==> config.mk <==
export PLATFORM = sky130hd
export DESIGN_NAME = vres_resolver
export DESIGN_NICKNAME = d
export VERILOG_FILES = /design/src/rtl/vres_pkg.sv /design/src/rtl/vres_lowest_pick.sv /design/src/rtl/vres_disagree.sv /design/src/rtl/vres_lfsr.sv /design/src/rtl/vres_resolver.sv
export SDC_FILE = /design/constraint.sdc
export NUM_CORES = 1
export LEC_CHECK = 0
export CELL_PAD_IN_SITES_DETAIL_PLACEMENT = 0
export CELL_PAD_IN_SITES_GLOBAL_PLACEMENT = 2
export CORE_AREA = 2 2 39 41
export DETAILED_ROUTE_END_ITERATION = 8
export DIE_AREA = 0 0 41 43
export DONT_BUFFER_PORTS = 1
export PLACE_DENSITY_LB_ADDON = 0.1
export SYNTH_ARGS = -nofsm -noshare
export SYNTH_HDL_FRONTEND = slang
export SYNTH_SLANG_ARGS = --single-unit
export TNS_END_PERCENT = 100
==> constraint.sdc <==
create_clock -name vclk -period 3.82
set_input_delay 0.382 -clock vclk [all_inputs]
set_output_delay 0.382 -clock vclk [all_outputs]
set_load 0.005 [all_outputs]
==> src/rtl/vres_pkg.sv <==
`timescale 1ns/1ps
package vres_pkg;

   // Maximal-length feedback masks for the supported register widths
   function automatic logic [31:0] lfsr_taps(input int unsigned width);
      case (width)
         8:       return 32'h0000_00B8;
         16:      return 32'h0000_B400;
         24:      return 32'h00E1_0000;
         32:      return 32'h8020_0003;
         default: return 32'h0000_0000;
      endcase
   endfunction

   function automatic bit lfsr_width_ok(input int unsigned width);
      return lfsr_taps(width) != 32'h0;
   endfunction

   // Seed: repeated A5 byte, cut to the register width
   function automatic logic [31:0] lfsr_seed(input int unsigned width);
      logic [31:0] pat;
      pat = 32'hA5A5_A5A5;
      return pat >> (32 - width);
   endfunction

endpackage

==> src/rtl/vres_lowest_pick.sv <==
`timescale 1ns/1ps
module vres_lowest_pick #(
   parameter int unsigned NUM_SRC = 4,
   parameter int unsigned DATA_W  = 4
) (
   input  logic [NUM_SRC*DATA_W-1:0] vals_i,
   input  logic [NUM_SRC-1:0]        pend_i,
   output logic [NUM_SRC-1:0]        sel_oh_o,
   output logic [DATA_W-1:0]         sel_val_o,
   output logic                      any_o
);
   localparam logic [NUM_SRC-1:0] ONE = NUM_SRC'(1);

   logic [NUM_SRC-1:0] oh;
   logic [DATA_W-1:0]  masked [NUM_SRC];

   // isolate lowest set flag
   assign oh = pend_i & ~(pend_i - ONE);

   genvar gi;
   generate
      for (gi = 0; gi < NUM_SRC; gi++) begin : g_mask
         assign masked[gi] = vals_i[gi*DATA_W +: DATA_W] & {DATA_W{oh[gi]}};
      end
   endgenerate

   always_comb begin
      sel_val_o = '0;
      for (int i = 0; i < NUM_SRC; i++) begin
         sel_val_o = sel_val_o | masked[i];
      end
   end

   assign sel_oh_o = oh;
   assign any_o    = |pend_i;

endmodule

==> src/rtl/vres_disagree.sv <==
`timescale 1ns/1ps
module vres_disagree #(
   parameter int unsigned NUM_SRC  = 4,
   parameter int unsigned DATA_W   = 4,
   parameter bit          CHECK_EN = 1'b1
) (
   input  logic [NUM_SRC*DATA_W-1:0] vals_i,
   input  logic [NUM_SRC-1:0]        pend_i,
   input  logic [DATA_W-1:0]         ref_i,
   output logic                      err_o
);
   generate
      if (CHECK_EN) begin : g_check
         logic [NUM_SRC-1:0] diff;
         genvar gi;
         for (gi = 0; gi < NUM_SRC; gi++) begin : g_cmp
            assign diff[gi] = pend_i[gi] &&
                              (vals_i[gi*DATA_W +: DATA_W] != ref_i);
         end
         assign err_o = |diff;
      end else begin : g_off
         logic unused;
         assign unused = ^{vals_i, pend_i, ref_i};
         assign err_o  = 1'b0;
      end
   endgenerate

endmodule

==> src/rtl/vres_lfsr.sv <==
`timescale 1ns/1ps
module vres_lfsr #(
   parameter int unsigned LFSR_W = 8,
   parameter int unsigned OUT_W  = 4
) (
   input  logic             clk,
   input  logic             rst_n,
   output logic [OUT_W-1:0] bits_o
);
   localparam logic [LFSR_W-1:0] TAPS = LFSR_W'(vres_pkg::lfsr_taps(LFSR_W));
   localparam logic [LFSR_W-1:0] SEED = LFSR_W'(vres_pkg::lfsr_seed(LFSR_W));

   logic [LFSR_W-1:0] state_q;
   logic              fb;

   assign fb = ^(state_q & TAPS);

   always_ff @(posedge clk) begin
      if (!rst_n) state_q <= SEED;
      else        state_q <= {state_q[LFSR_W-2:0], fb};
   end

   assign bits_o = state_q[OUT_W-1:0];

   // register is never stuck at zero and keeps moving
   assert_lfsr_nonzero_R3: assert property (@(posedge clk) disable iff (!rst_n)
      state_q != '0);
   assert_lfsr_moves_R3: assert property (@(posedge clk) disable iff (!rst_n)
      1'b1 |=> state_q != $past(state_q));

endmodule

==> src/rtl/vres_resolver.sv <==
`timescale 1ns/1ps
module vres_resolver #(
   parameter int unsigned NUM_SRC   = 4,
   parameter int unsigned DATA_W    = 4,
   parameter bit          RAND_FILL = 1'b0,
   parameter bit          CHECK_EN  = 1'b1,
   parameter int unsigned LFSR_W    = 8
) (
   input  logic                      clk,
   input  logic                      rst_n,
   input  logic [NUM_SRC*DATA_W-1:0] src_val_i,
   input  logic [NUM_SRC-1:0]        src_pend_i,
   output logic [DATA_W-1:0]         val_o,
   output logic                      err_o
);
   localparam logic [NUM_SRC-1:0] ONE = NUM_SRC'(1);

   initial begin
      assert (NUM_SRC >= 1) else $error("NUM_SRC must be at least 1");
      assert (DATA_W >= 1) else $error("DATA_W must be at least 1");
      assert (vres_pkg::lfsr_width_ok(LFSR_W)) else $error("unsupported LFSR_W");
      assert (LFSR_W >= DATA_W) else $error("LFSR_W must cover DATA_W");
   end

   logic [NUM_SRC-1:0] sel_oh;
   logic [DATA_W-1:0]  sel_val;
   logic               any_pend;
   logic [DATA_W-1:0]  fill;

   vres_lowest_pick #(.NUM_SRC(NUM_SRC), .DATA_W(DATA_W)) u_pick (
      .vals_i   (src_val_i),
      .pend_i   (src_pend_i),
      .sel_oh_o (sel_oh),
      .sel_val_o(sel_val),
      .any_o    (any_pend)
   );

   vres_disagree #(.NUM_SRC(NUM_SRC), .DATA_W(DATA_W), .CHECK_EN(CHECK_EN)) u_cmp (
      .vals_i(src_val_i),
      .pend_i(src_pend_i),
      .ref_i (sel_val),
      .err_o (err_o)
   );

   generate
      if (RAND_FILL) begin : g_rand
         vres_lfsr #(.LFSR_W(LFSR_W), .OUT_W(DATA_W)) u_lfsr (
            .clk   (clk),
            .rst_n (rst_n),
            .bits_o(fill)
         );
      end else begin : g_zero
         assign fill = '0;
         // nothing binding gives zero
         assert_zero_fill_R2: assert property (@(posedge clk) disable iff (!rst_n)
            (src_pend_i == '0) |-> (val_o == '0));
      end
   endgenerate

   assign val_o = any_pend ? sel_val : fill;

   // picker selects exactly one binding source, the lowest one
   assert_pick_lowest_R4: assert property (@(posedge clk) disable iff (!rst_n)
      $onehot0(sel_oh) && ((sel_oh & ~src_pend_i) == '0)
      && (((sel_oh - ONE) & src_pend_i) == '0)
      && ((src_pend_i != '0) == (sel_oh != '0)));
   assert_src0_wins_R4: assert property (@(posedge clk) disable iff (!rst_n)
      src_pend_i[0] |-> (val_o == src_val_i[DATA_W-1:0]));
   // a lone binding source cannot disagree
   assert_err_single_R6: assert property (@(posedge clk) disable iff (!rst_n)
      ($countones(src_pend_i) <= 1) |-> !err_o);
   // disagreement needs two binding sources
   assert_err_needs_pair_R7: assert property (@(posedge clk) disable iff (!rst_n)
      err_o |-> ($countones(src_pend_i) >= 2));

endmodule

==> flow_metrics.py, run 1 <==
metrics = {
    "timing": {
        "tns_ps": 0,
        "slew_violations": 0,
        "timing.fmax_ghz": 0.510,
        "worst_pin_slew_ps": 342,
        "finalCritPeriodShare_pct": 51.3,
        "setup_viol": 0,
        "period_minus_slack_ps": 1960,
        "hold_viol": 0,
        "whs_ps": 874,
        "relSlewSlack_pct": 77.1,
        "rsz0062_at_grt": "false",
    },
    "global_route": {
        "grt_pass1_wl_um": 1610,
        "grt_max_degree": 11,
        "grt_pass1_vias": 373,
        "grt_use_total_pct": 12.6,
        "antenna_found_initial": 0,
        "grt-ovfl-total": 0,
    },
    "power_and_ir_drop": {
        "leakage_nw": 0.153,
        "peakVddDrop_uv": 27.9,
        "powerDensity_nw_per_um2": 115,
    },
    "outcome": {
        "status": "finished, final reports clean",
    },
    "routing": {
        "first_pass_iters": 4,
        "viasPerCell": 5.90,
        "drtAntennaViolNets": 0,
        "drtIter0Drc": 5,
        "vias": 360,
        "route.detailed.drc": 0,
        "drt-total-wl_um": 1080,
        "wl_per_cell_um": 17.8,
    },
    "yosys": {
        "synth_top_area_share_pct": 17.3,
        "ys_types": 22,
        "yosysTopAreaCell": "xor2_1",
        "yosysSeqAreaShare_pct": 0,
        "syn_avg_cell_area_um2": 8.81,
        "synth_area_leaders": "xor2_1 17%, o2bb2ai_4 14%, nand2_4 8.3%",
        "synthesis.area_um2": 405,
        "syn_nets": 68,
        "syn_inst": 46,
        "yosys_warnings": 0,
    },
    "final_layout": {
        "clock_buffers": 0,
        "fin_nets": 69,
        "drive_gt1_share_pct": 28.9,
        "n_antenna_cell": 0,
        "synthToLayoutAreaGrowth_pct": 3.09,
        "fin_util_pct": 30.2,
        "design_area_um2": 418,
        "seqCellArea_um2": 0,
        "multi_input_area_um2": 384,
        "nFlopsAndLatches": 0,
        "fillCellCount": 152,
    },
    "worst_setup_path": {
        "critical_path_class": "input pin to output port",
        "required_ps": 3440,
        "critPathCaptureType": "output port",
        "cp_cell_sequence": "nor4b_4 > nand2_1 > nand2_4 > xor2_1 > o41ai_2 > nand3_1",
        "slowest_stage": "nor4b_4",
        "arrival_ps": 1580,
        "crit_path_start_kind": "input pin",
        "slowest_delay_ps": 370,
        "cp_max_fo": 6,
    },
    "hold_path": {
        "hold_path.class": "input pin to output port",
        "holdPathStages": 2,
        "min_to": "err_o",
        "min_from": "src_pend_i[1]",
    },
    "floorplan": {
        "io_pins": 27,
        "die_w_um": 41,
        "core_region_area_um2": 1380,
        "die_area_um2": 1760,
        "die_y_um": 43,
        "initial_utilization_pct": 29.3,
        "row_count": 14,
    },
    "clock_network": {
        "post-cts-setup-buffers": 0,
        "cts.repair.resized": 0,
        "hold_buffers": 0,
    },
    "place": {
        "dpl.hpwl_um": 950,
        "dpl_cell_area_um2": 418,
        "portBuffers": 0,
        "globalplace.congestion": 0.666,
    },
    "run": {
        "cap_violations": 0,
    },
}
cell usage in the layout, fill, tap and decap left out, drive strengths merged:
master	instances
nor4b	1
nor2	1
o22ai	5
a22oi	1
a31oi	1
nand3	1
a21o	2
nand2	9
nand3b	2
o41ai	2
and3b	2
o31ai	1
xor2	8
a21oi	3
nor3	1
o2bb2ai	2
inv	3
worst max-delay path: cells and delay by family:
| kind | cells | cell delay [ps] |
|---|---|---|
| AO/OA/AOI/OAI | 1 | 330 |
| AND/OR/NAND/NOR | 4 | 770 |
| XOR/XNOR | 1 | 90 |
how the worst max path moves through the flow:
stage                     depth (start not counted)          start  endpoint  slack, ps
final                                             6  src_pend_i[2]     err_o       1860
after global routing                              6  src_pend_i[2]     err_o       1760
after CTS                                         6  src_pend_i[2]     err_o       1860
after detailed placement                          6  src_pend_i[2]     err_o       1860
after global placement                            6  src_pend_i[2]     err_o       1880
after floorplan                                   7  src_pend_i[1]     err_o       1850
cell type report:
type | instances | share of cell area [%]
Inverter | 3 | 3.29
Tap cell | 16 | 4.79
Multi-Input combinational cell | 42 | 91.9
report_power, final:
part	total, mW	switching (mW)	internal [mW]	leakage (nW)
Combinational	0.0481	0.0262	0.0219	0.153
Sequential	0	0	0	0
Clock	0	0	0	0
Total	0.0481	0.0262	0.0219	0.153
metrics by stage:
step / instances / power [mW] / setup slack (ps)
detailed placement: 61 / 0.0479 / 1860
global route: 61 / 0.0523 / 1760
CTS: 61 / 0.0483 / 1860
global placement: 61 / 0.0474 / 1880
floorplan: 46 / 0.0432 / 1850
finish: 61 / 0.0481 / 1860
metal layers:
| layer | share of wire (%) | GRT usage (%) | routed length [um] | vias to the layer above |
|---|---|---|---|---|
| met3 | 14 | 4.19 | 148 | 0 |
| li1 | - | - | - | 172 |
| met2 | 49 | 21.6 | 527 | 19 |
| met1 | 38 | 15.5 | 407 | 169 |
| met5 | 0 | 0 | 0 | - |
| met4 | 0 | 0 | 0 | 0 |
Yosys cell counts (2+ instances only):
cell       count
nand2_1        6
o41ai_2        2
xor2_1         8
o22ai_1        4
a21oi_1        3
o2bb2ai_4      2
nand3b_1       2
a21o_2         2
inv_1          2
nand2_4        3
cell families after synthesis:
logic type	share of synthesized area [%]
AND/OR/NAND/NOR	31.5
XOR/XNOR	17.3
AO/OA/AOI/OAI	46.0
buffers and inverters	5.25
(Power assumes the default switching activity.)
==> run 2: changes to the inputs <==
==> constraint.sdc (replaced) <==
create_clock -name vclk -period 1.8
set_input_delay 0.18 -clock vclk [all_inputs]
set_output_delay 0.18 -clock vclk [all_outputs]
set_load 0.005 [all_outputs]
==> results of run 2 <==
The final DEF is identical to that of run 1. Status: finished, final reports clean.
Main changes from that run: setup slack after placement 1860 ps -> 240 ps; setup slack after layout 1860 ps -> 244 ps; hold slack 874 ps -> 470 ps; total power 0.0481 mW -> 0.102 mW; worst IR drop on VDD 27.9 uV -> 59.2 uV
